--- src/rtl/ivs_pkg.sv ---
package ivs_pkg;
    typedef enum logic [1:0] {
        MODE_PERIOD   = 2'd0,
        MODE_PW_HIGH  = 2'd1,
        MODE_PW_LOW   = 2'd2,
        MODE_EDGE_CNT = 2'd3
    } meas_mode_e;
endpackage

--- src/rtl/ivs_timebase.sv ---
module ivs_timebase #(
    parameter int TW = 32
) (
    input  logic          clk,
    input  logic          rst_n,
    output logic [TW-1:0] now_o
);
    logic [TW-1:0] cnt_d, cnt_q;

    always_comb begin
        cnt_d = cnt_q + 1'b1;
    end

    always_ff @(posedge clk or negedge rst_n) begin
        if (!rst_n) cnt_q <= '0;
        else        cnt_q <= cnt_d;
    end

    assign now_o = cnt_q;
endmodule

--- src/rtl/ivs_edge_det.sv ---
module ivs_edge_det (
    input  logic clk,
    input  logic rst_n,
    input  logic sig_i,
    output logic rise_o,
    output logic fall_o
);
    logic prev_d, prev_q;

    always_comb begin
        prev_d = sig_i;
        rise_o = sig_i & ~prev_q;
        fall_o = ~sig_i & prev_q;
    end

    always_ff @(posedge clk or negedge rst_n) begin
        if (!rst_n) prev_q <= 1'b0;
        else        prev_q <= prev_d;
    end
endmodule

--- src/rtl/ivs_sampler.sv ---
module ivs_sampler
    import ivs_pkg::*;
#(
    parameter int TW = 32,
    parameter int SW = 16,
    parameter int GW = 16
) (
    input  logic          clk,
    input  logic          rst_n,
    input  logic          start_i,
    input  meas_mode_e    mode_i,
    input  logic [GW-1:0] gate_i,
    input  logic          rise_i,
    input  logic          fall_i,
    input  logic [TW-1:0] now_i,
    input  logic          stop_i,
    output logic          busy_o,
    output logic          smp_valid_o,
    output logic [SW-1:0] smp_val_o,
    output logic [TW-1:0] smp_time_o,
    output logic [TW-1:0] smp_event_o
);
    typedef struct packed {
        logic          busy;
        logic          seen;
        meas_mode_e    mode;
        logic [GW-1:0] gate;
        logic [GW-1:0] gcnt;
        logic [TW-1:0] t0;
        logic [TW-1:0] mark;
        logic          have_mark;
        logic [TW-1:0] ev;
        logic [SW-1:0] ecnt;
        logic          vld;
        logic [SW-1:0] val;
        logic [TW-1:0] tim;
        logic [TW-1:0] evt;
    } smp_state_t;

    smp_state_t    st_d, st_q;
    logic [TW-1:0] ev_now;
    logic [SW-1:0] span;
    logic [SW-1:0] cnt_nx;
    logic [GW-1:0] gnext;
    logic          open_edge;
    logic          emit;
    logic [SW-1:0] emit_val;

    always_comb begin
        st_d      = st_q;
        st_d.vld  = 1'b0;
        emit      = 1'b0;
        emit_val  = '0;
        ev_now    = st_q.ev + TW'(rise_i | fall_i);
        span      = SW'(now_i - st_q.mark);
        cnt_nx    = st_q.ecnt + SW'(rise_i);
        gnext     = st_q.gcnt + 1'b1;
        open_edge = (st_q.mode == MODE_PW_LOW) ? fall_i : rise_i;

        if (start_i) begin
            st_d.busy      = 1'b1;
            st_d.seen      = 1'b0;
            st_d.mode      = mode_i;
            st_d.gate      = gate_i;
            st_d.have_mark = 1'b0;
            st_d.gcnt      = '0;
            st_d.ecnt      = '0;
            st_d.ev        = '0;
        end else if (st_q.busy && stop_i) begin
            st_d.busy = 1'b0;
        end else if (st_q.busy && !st_q.seen) begin
            if (open_edge) begin
                st_d.seen      = 1'b1;
                st_d.t0        = now_i;
                st_d.mark      = now_i;
                st_d.have_mark = 1'b1;
            end
        end else if (st_q.busy) begin
            st_d.ev = ev_now;
            case (st_q.mode)
                MODE_PERIOD: begin
                    if (rise_i) begin
                        emit      = 1'b1;
                        emit_val  = span;
                        st_d.mark = now_i;
                    end
                end
                MODE_PW_HIGH: begin
                    if (rise_i) begin
                        st_d.mark      = now_i;
                        st_d.have_mark = 1'b1;
                    end else if (fall_i && st_q.have_mark) begin
                        emit           = 1'b1;
                        emit_val       = span;
                        st_d.have_mark = 1'b0;
                    end
                end
                MODE_PW_LOW: begin
                    if (fall_i) begin
                        st_d.mark      = now_i;
                        st_d.have_mark = 1'b1;
                    end else if (rise_i && st_q.have_mark) begin
                        emit           = 1'b1;
                        emit_val       = span;
                        st_d.have_mark = 1'b0;
                    end
                end
                default: begin
                    if (gnext >= st_q.gate) begin
                        emit      = 1'b1;
                        emit_val  = cnt_nx;
                        st_d.gcnt = '0;
                        st_d.ecnt = '0;
                    end else begin
                        st_d.gcnt = gnext;
                        st_d.ecnt = cnt_nx;
                    end
                end
            endcase
            if (emit) begin
                st_d.vld = 1'b1;
                st_d.val = emit_val;
                st_d.tim = now_i - st_q.t0;
                st_d.evt = ev_now;
            end
        end
    end

    always_ff @(posedge clk or negedge rst_n) begin
        if (!rst_n) st_q <= '0;
        else        st_q <= st_d;
    end

    assign busy_o      = st_q.busy;
    assign smp_valid_o = st_q.vld;
    assign smp_val_o   = st_q.val;
    assign smp_time_o  = st_q.tim;
    assign smp_event_o = st_q.evt;
endmodule

--- src/rtl/ivs_accum.sv ---
module ivs_accum #(
    parameter int SW   = 16,
    parameter int CW   = 11,
    parameter int SUMW = 27,
    parameter int SQW  = 43
) (
    input  logic            clk,
    input  logic            rst_n,
    input  logic            start_i,
    input  logic [CW-1:0]   n_i,
    input  logic            smp_valid_i,
    input  logic [SW-1:0]   smp_val_i,
    output logic            last_o,
    output logic            done_o,
    output logic [SW-1:0]   min_o,
    output logic [SW-1:0]   max_o,
    output logic [SUMW-1:0] sum_o,
    output logic [SQW-1:0]  sumsq_o
);
    typedef struct packed {
        logic            active;
        logic [CW-1:0]   n;
        logic [CW-1:0]   cnt;
        logic [SW-1:0]   mn;
        logic [SW-1:0]   mx;
        logic [SUMW-1:0] sum;
        logic [SQW-1:0]  sq;
        logic            done;
    } acc_state_t;

    acc_state_t    ac_d, ac_q;
    logic [CW-1:0] cnt_inc;
    logic [SQW-1:0] square;

    always_comb begin
        ac_d      = ac_q;
        ac_d.done = 1'b0;
        cnt_inc   = ac_q.cnt + 1'b1;
        square    = SQW'(smp_val_i) * SQW'(smp_val_i);
        last_o    = ac_q.active && smp_valid_i && !start_i && (cnt_inc == ac_q.n);

        if (start_i) begin
            ac_d.active = 1'b1;
            ac_d.n      = (n_i == '0) ? CW'(1) : n_i;
            ac_d.cnt    = '0;
            ac_d.mn     = '0;
            ac_d.mx     = '0;
            ac_d.sum    = '0;
            ac_d.sq     = '0;
        end else if (ac_q.active && smp_valid_i) begin
            ac_d.cnt = cnt_inc;
            if (ac_q.cnt == '0) begin
                ac_d.mn = smp_val_i;
                ac_d.mx = smp_val_i;
            end else begin
                if (smp_val_i < ac_q.mn) ac_d.mn = smp_val_i;
                if (smp_val_i > ac_q.mx) ac_d.mx = smp_val_i;
            end
            ac_d.sum = ac_q.sum + SUMW'(smp_val_i);
            ac_d.sq  = ac_q.sq + square;
            if (last_o) begin
                ac_d.active = 1'b0;
                ac_d.done   = 1'b1;
            end
        end
    end

    always_ff @(posedge clk or negedge rst_n) begin
        if (!rst_n) ac_q <= '0;
        else        ac_q <= ac_d;
    end

    assign done_o  = ac_q.done;
    assign min_o   = ac_q.mn;
    assign max_o   = ac_q.mx;
    assign sum_o   = ac_q.sum;
    assign sumsq_o = ac_q.sq;
endmodule

--- src/rtl/ivstat_engine.sv ---
module ivstat_engine
    import ivs_pkg::*;
#(
    parameter  int TW    = 32,
    parameter  int SW    = 16,
    parameter  int GW    = 16,
    parameter  int MAX_N = 1024,
    localparam int CW    = $clog2(MAX_N + 1),
    localparam int SUMW  = SW + CW,
    localparam int SQW   = 2 * SW + CW
) (
    input  logic            clk,
    input  logic            rst_n,
    input  logic            sig_in,
    input  logic            start,
    input  logic [1:0]      mode,
    input  logic [GW-1:0]   gate_len,
    input  logic [CW-1:0]   block_len,
    output logic            busy,
    output logic            done,
    output logic            raw_valid,
    output logic [SW-1:0]   raw_value,
    output logic [TW-1:0]   raw_time,
    output logic [TW-1:0]   raw_event,
    output logic [SW-1:0]   stat_min,
    output logic [SW-1:0]   stat_max,
    output logic [SW-1:0]   stat_p2p,
    output logic [SUMW-1:0] stat_sum,
    output logic [SQW-1:0]  stat_sumsq
);
    logic [TW-1:0] now;
    logic          rise, fall;
    logic          last;

    ivs_timebase #(.TW(TW)) u_tb (
        .clk   (clk),
        .rst_n (rst_n),
        .now_o (now)
    );

    ivs_edge_det u_edge (
        .clk    (clk),
        .rst_n  (rst_n),
        .sig_i  (sig_in),
        .rise_o (rise),
        .fall_o (fall)
    );

    ivs_sampler #(.TW(TW), .SW(SW), .GW(GW)) u_smp (
        .clk         (clk),
        .rst_n       (rst_n),
        .start_i     (start),
        .mode_i      (meas_mode_e'(mode)),
        .gate_i      (gate_len),
        .rise_i      (rise),
        .fall_i      (fall),
        .now_i       (now),
        .stop_i      (last),
        .busy_o      (busy),
        .smp_valid_o (raw_valid),
        .smp_val_o   (raw_value),
        .smp_time_o  (raw_time),
        .smp_event_o (raw_event)
    );

    ivs_accum #(.SW(SW), .CW(CW), .SUMW(SUMW), .SQW(SQW)) u_acc (
        .clk         (clk),
        .rst_n       (rst_n),
        .start_i     (start),
        .n_i         (block_len),
        .smp_valid_i (raw_valid),
        .smp_val_i   (raw_value),
        .last_o      (last),
        .done_o      (done),
        .min_o       (stat_min),
        .max_o       (stat_max),
        .sum_o       (stat_sum),
        .sumsq_o     (stat_sumsq)
    );

    assign stat_p2p = stat_max - stat_min;
endmodule

--- config.mk ---
export PLATFORM = sky130hd
export DESIGN_NAME = ivstat_engine
export DESIGN_NICKNAME = d
export VERILOG_FILES = /design/src/rtl/ivs_pkg.sv /design/src/rtl/ivs_timebase.sv /design/src/rtl/ivs_edge_det.sv /design/src/rtl/ivs_sampler.sv /design/src/rtl/ivs_accum.sv /design/src/rtl/ivstat_engine.sv
export SDC_FILE = /design/constraint.sdc
export NUM_CORES = 1
export LEC_CHECK = 0
export ABC_AREA = 1
export BUFFER_PORTS_ARGS = -buffer_cell sky130_fd_sc_hd__buf_2
export CORE_ASPECT_RATIO = 0.8
export CORE_MARGIN = 10
export CORE_UTILIZATION = 60
export CTS_CLUSTER_SIZE = 16
export DETAILED_ROUTE_END_ITERATION = 8
export PLACE_DENSITY_LB_ADDON = 0.15
export SLEW_MARGIN = 5
export SYNTH_ARGS = -nofsm -noshare
export SYNTH_HDL_FRONTEND = slang
export SYNTH_SLANG_ARGS = --single-unit
--- constraint.sdc ---
create_clock -name clk -period 16.49 [get_ports clk]
set_input_delay 1.649 -clock clk [delete_from_list [all_inputs] [get_ports clk]]
set_output_delay 1.649 -clock clk [all_outputs]
set_load 0.1 [all_outputs]
Yosys cells after proc, flatten, opt, wreduce, memory -nomap -nowiden. Cells that the tools add are included.

Input port bits: 33. Output and inout bits: 201. Register bits: 389. Word-level logic and storage cells: 153.

Magnitude comparators: 3. Mux-type cells: 59. $add $sub $neg: 10. Eq/ne operators: 12. Bitwise gates (word level): 8. Reductions and logical operators: 36. Multipliers: 1.

Operator list (count): 2-to-1 mux 16 bit (15); 2-to-1 mux 210 bit (1); 2-to-1 mux 162 bit (1); 2-to-1 mux 81 bit (2); 2-to-1 mux 129 bit (1); 2-to-1 mux 32 bit (4); 2-to-1 mux 114 bit (1); 2-to-1 mux 113 bit (1); 2-to-1 mux 65 bit (1); one-hot mux 32 bit (2 select lines) (1); 2-to-1 mux 49 bit (1); one-hot mux 16 bit (3 select lines) (1); adder 43 x 32 -> 43 bit (1); 2-to-1 mux 33 bit (1); adder 32 x 1 -> 32 bit, second input constant (1); adder 32 bit (1); multiplier 16 x 16 -> 32 bit (1); subtractor 16 bit (2); subtractor 32 bit (1); adder 27 x 16 -> 27 bit (1); 2-to-1 mux 1 bit (24); zero test 11 bit (2); adder 16 x 1 -> 16 bit (1); adder 16 x 1 -> 16 bit, second input constant (1); other kinds (34) (62).

Logic depth before layout (Yosys ltp).
Word-level depth: 15. Depth in mapped cells: 28. Mapped depth without buffers: 26.

Cells and area by module. A second synthesis with hierarchy kept.

Cell total of the unflattened synthesis: 4834. Area total of the unflattened synthesis: 34434.3 sq um.

Modules (own cells, without submodules): ivs_accum (seq. area each 3153.0 sq um, area an instance 17394.2 sq um, times used 1, cells an instance 2395); ivs_sampler (seq. area each 5355.1 sq um, area an instance 14231.1 sq um, times used 1, cells an instance 2016); ivs_timebase (seq. area each 800.8 sq um, area an instance 1788.0 sq um, times used 1, cells an instance 221); ivstat_engine (seq. area each 0.0 sq um, area an instance 980.9 sq um, times used 1, cells an instance 197); ivs_edge_det (seq. area each 25.0 sq um, area an instance 40.0 sq um, times used 1, cells an instance 5).

Worst setup path after synthesis. Ideal clock, no wire load.

Path type: register to register. Start: register u_smp.st_q (netlist bit u_smp.smp_val_o[1]). End: register u_acc.ac_q (netlist bit u_acc.sumsq_o[25]). Arrival time: 5.786 ns. Buffers on the path: 2. Path slack: 10.586 ns. Setup time: 0.118 ns. Period minus slack after synthesis: 5.904 ns. Required time: 16.372 ns. Cell stages (with the launch flop): 23. Cell sequence: dfrtp_1 -> clkbuf_1 -> clkbuf_1 -> nand2_1 -> fa_1 -> inv_1 -> fa_1 -> fa_1 -> fa_1 -> fa_1 -> inv_1 -> fa_1 -> inv_1 -> ha_1 -> a21oi_1 -> o21ai_0 -> inv_1 -> o21ai_0 -> a21oi_1 -> o21ai_0 -> or2_2 -> nand3_1 -> nand2_1.

Longest elaborated chain between the ends: 4.

Ends and longest elaborated chain: start: declaration (line ivs_sampler.sv:40) `smp_state_t st_d, st_q;`; start signal: assignment (line ivs_sampler.sv:131) `else st_q <= st_d;`; multiplier 16 x 16 -> 32 bit (line ivs_accum.sv:39) `square = SQW'(smp_val_i) * SQW'(smp_val_i);`; adder 43 x 32 -> 43 bit (line ivs_accum.sv:60) `ac_d.sq = ac_q.sq + square;`; 2-to-1 mux 114 bit (line ivs_accum.sv:50) `end else if (ac_q.active && smp_valid_i) begin`; 2-to-1 mux 113 bit (line ivs_accum.sv:42) `if (start_i) begin`; end signal: assignment (line ivs_accum.sv:69) `if (!rst_n) ac_q <= '0;`; end signal: assignment (line ivs_accum.sv:70) `else ac_q <= ac_d;`; end: declaration (line ivs_accum.sv:31) `acc_state_t ac_d, ac_q;`.

No other way between the ends. The select of a mux whose other input is x is not followed. A chain may end at the register's enable or synchronous reset.

Worst setup path in the final report.
Start: register u_smp.st_q (netlist bit u_smp.smp_val_o[6]). End: register u_acc.ac_q (netlist bit u_acc.sumsq_o[33]).

Same word-level chain as after synthesis.

==> key figures <==
Synth
  – Number of instances in the synthesized netlist: ~4.5k
  – Number of synthesized register bits: 373
  – Post-synth top flop: dfrtp_1
  – Async SR Flop Fraction: 1.00
  – Most area-consuming cells after synthesis: dfrtp_1, nand2_1, fa_1
  – Seq/Total Area, Yosys: 0.280
  – Top cell type's share of synthesized area: 0.280
  – Number of warning messages in the yosys log: 0
  – Count of cell types in the netlist: 50
  – Top post-synthesis cells by count: nand2_1, inv_1, dfrtp_1
  – Cell with the most instances after synthesis: nand2_1
  – Post-synth EDFFs: 0
  – Average instance area after synthesis: between 7 and 8 um2
  – Largest area contributor in the netlist: dfrtp_1
  – Net count after synthesis: 4,948
  – Post-synthesis instance area: 33,300 um2

Routing
  – Number of iterations in the first detailed-routing pass: 6
  – WL per Instance: approximately 18 um
  – Post-Route WL: 91,900 um
  – Met1 routed wirelength after detailed routing: 42,500 um
  – Highest metal layer with signal wires: met4
  – Remaining DRCs: 0
  – Via count: 28.8k
  – Initial detailed-routing violation count: approximately 2.7k
  – ANT nets after route: 0
  – Detailed-route vias per instance: 5.48
  – Wire length on met3: 7200 um
  – Routed length on met2: between 40,000 and 50,000 um

Clock network
  – CTS tree: yes
  – Inserted Clock Buffers: 43
  – Clock input transition at the sequential cells of the worst setup and hold paths: 0.06 ns
  – Clk root buf: clkbuf_16
  – Clock tree buffer depth: 3
  – Post-cts gate resize count: 0
  – Number of clock sinks seen by CTS: 373
  – Post CTS Setup Buffer Count: 0
  – Post-cts hold buffer count: 0
  – H-tree depth: 2
  – Clk_lat worst skew: approximately 0.59 ns

Place
  – Cell count after placement: 5,168
  – RD Place Congestion: 0.966
  – Detailed-placement wirelength estimate: 70,400 um
  – Number of port buffers: 233

Setup path
  – Launching point of the worst reg2reg path: u_smp.smp_val_o[6]
  – CP arrival: 7.15 ns
  – Req. time, crit path: 16.96 ns
  – Crit-path max FO: 22
  – Path type of the worst setup path: reg -> reg
  – Worst Setup End Kind: register
  – Startpoint type of the worst setup path: register
  – Launching instance or port of the critical path: u_smp.smp_val_o[6]

Floorplanning
  – Die Footprint: 65,400 um2
  – I/O pins: ~230
  – Die width: 283 um
  – Row Count: 77
  – Height of the chip: 231 um
  – Effective utilization at floorplan: 0.604
  – Core region area: 55,100 um2

Global routing
  – Number of antenna violations at the first check in global routing: 0
  – Overall overflow remaining after global route: 0
  – Wire length of the first global-routing pass: 149,000 um
  – Global routing usage summed across all routing layers: 0.277
  – Largest net degree at the start of global routing: 97
  – Via count of the first global-routing pass: between 20k and 30k

Final layout
  – Post-synthesis to final-layout area growth: 5.72%
  – Area of the multi-input gates: around 19,000 um2
  – Antenna fix cells: 0
  – Fraction of layout cells with a size suffix above 1: 0.0810
  – Final cell count without fillers: 5,246
  – Number of inserted filler cells in the final layout: approximately 5.1k
  – Total Nets Final: 4,938
  – Area used by sequential logic in the layout: 9330 um2

Power and ir drop
  – IR drop worst, VDD: 162 uV
  – Leak pwr: 19.7 nW
  – Pwr dens: 79.8 nW/um2
  – Final Total Pwr: 2.81 mW

Timing
  – Clk_skew: about 0.031 ns
  – Final period utilization: 0.405
  – Upper clock frequency limit: 0.150 GHz
  – Total negative setup slack: 0 ns
  – Slew Limit Headroom: 0.235
  – Final Hold Fails: 0
  – Pin slew with the least headroom to its limit: 1.15 ns
  – Time the worst path needs with I/O delays and setup: 6.68 ns
  – Fin. max-slew vios: 0
  – RSZ-0062 raised after global routing: false
  – Final setup viols: 0

Run status
  – Result of the run: completed

Hold path
  – Worst min-delay path category: reg -> reg
  – Launch instance of the worst min-delay path: u_smp.smp_event_o[14]

Flow run
  – Max-cap violations: 0
==> cell families (layout without fill, tap and decap cells) <==
logic type / count (synthesis) / after routing / share of synthesized area
buffers and inverters: 1060 / 1083 / 0.143
xor gates and xnor gates: 132 / 132 / 0.0347
adders and majority gates: 442 / 442 / 0.211
DFF: 373 / 373 / 0.280
and+or+nand+nor: 1919 / 1919 / 0.242
AOI/OAI and AO/OA: 547 / 547 / 0.0893
==> routing by layer <==
layer  global-route usage  vias to the layer above
li1                     -                    14000
met1                0.402                    13700
met2                0.433                      971
met3               0.0445                      121
met4               0.0596                        0
met5                    0                        -
==> cell type report <==
cell class | instances | area share
multi-input cells | 3040 | 0.547
inverters | 743 | 0.0793
clock buffers | 65 | 0.0363
clock inverters | 13 | 0.00604
repair buffers | 262 | 0.0396
well taps | 750 | 0.0267
flip-flops and latches | 373 | 0.265
==> path summary, 6_finish.rpt <==
| kind | end | slack, ns | cells past startpoint |
|---|---|---|---|
| min in group asynchronous | u_tb.now_o[30] | 1.05 | 1 |
| min reg2reg | u_smp.smp_event_o[14] | 0.46 | 2 |
| max in group asynchronous | u_acc.sumsq_o[9] | 13.43 | 3 |
| max | u_acc.sumsq_o[33] | 9.81 | 24 |
| min | u_smp.smp_event_o[14] | 0.46 | 2 |
| max reg2reg | u_acc.sumsq_o[33] | 9.81 | 24 |
==> cell usage in the layout (no fill, tap or decap), drive strengths merged, types with 134 or more instances in the layout <==
| cell | count |
|---|---|
| nand2 | 1184 |
| buf | 262 |
| dfrtp | 373 |
| a21oi | 187 |
| nand3 | 219 |
| inv | 744 |
| nor2 | 282 |
| nand4 | 134 |
| fa | 198 |
| o21ai | 263 |
| ha | 244 |
==> sequential cells by signal, summed over array words and instances (netlist names) <==
name               flops
u_acc.sumsq_o         43
u_smp.smp_valid_o      1
u_smp.smp_val_o       16
u_edge.prev_q          1
u_acc.done_o           1
u_smp.busy_o           1
u_smp.smp_event_o     32
u_acc.ac_q            23
u_acc.max_o           16
u_acc.sum_o           27
u_acc.min_o           16
u_smp.st_q           132
u_tb.now_o            32
u_smp.smp_time_o      32
==> critical path, cell delays in order (launching register included) <==
cell and delay (ns):
dfrtp_1 1.10, nand2_1 0.23, fa_1 0.57, inv_1 0.05, fa_1 0.52, inv_1 0.05
fa_1 0.53, inv_1 0.05, fa_1 0.50, fa_1 0.55, inv_1 0.06, fa_1 0.53
inv_1 0.05, ha_1 0.34, nand2_1 0.12, nor2_1 0.18, inv_1 0.09, nor2_1 0.13
nand3_1 0.08, o21ai_0 0.41, nand2_1 0.15, nand2_1 0.09, nand2_1 0.05, nand3_1 0.06
nand2_1 0.05
==> where the power goes <==
part           switching, mW  leakage (nW)  total (mW)  internal, mW
clock                  0.422         0.732        1.02         0.602
sequential            0.0452          5.09        1.02         0.972
combinational          0.611          13.9       0.765         0.154
total                   1.08          19.7        2.81          1.73
==> through the flow <==
step	instance area, um2	hold slack [ns]	setup WS (ns)	util
6_report	35200	0.461	9.81	0.639
3_3_place_gp	33700	0.450	10.03	0.611
3_5_place_dp	33700	0.453	9.92	0.611
2_1_floorplan	33300	0.443	10.59	-
5_1_grt	35200	0.483	9.40	0.639
4_1_cts	35200	0.468	9.87	0.639
Note: power is estimated with default switching activity, not from simulation.
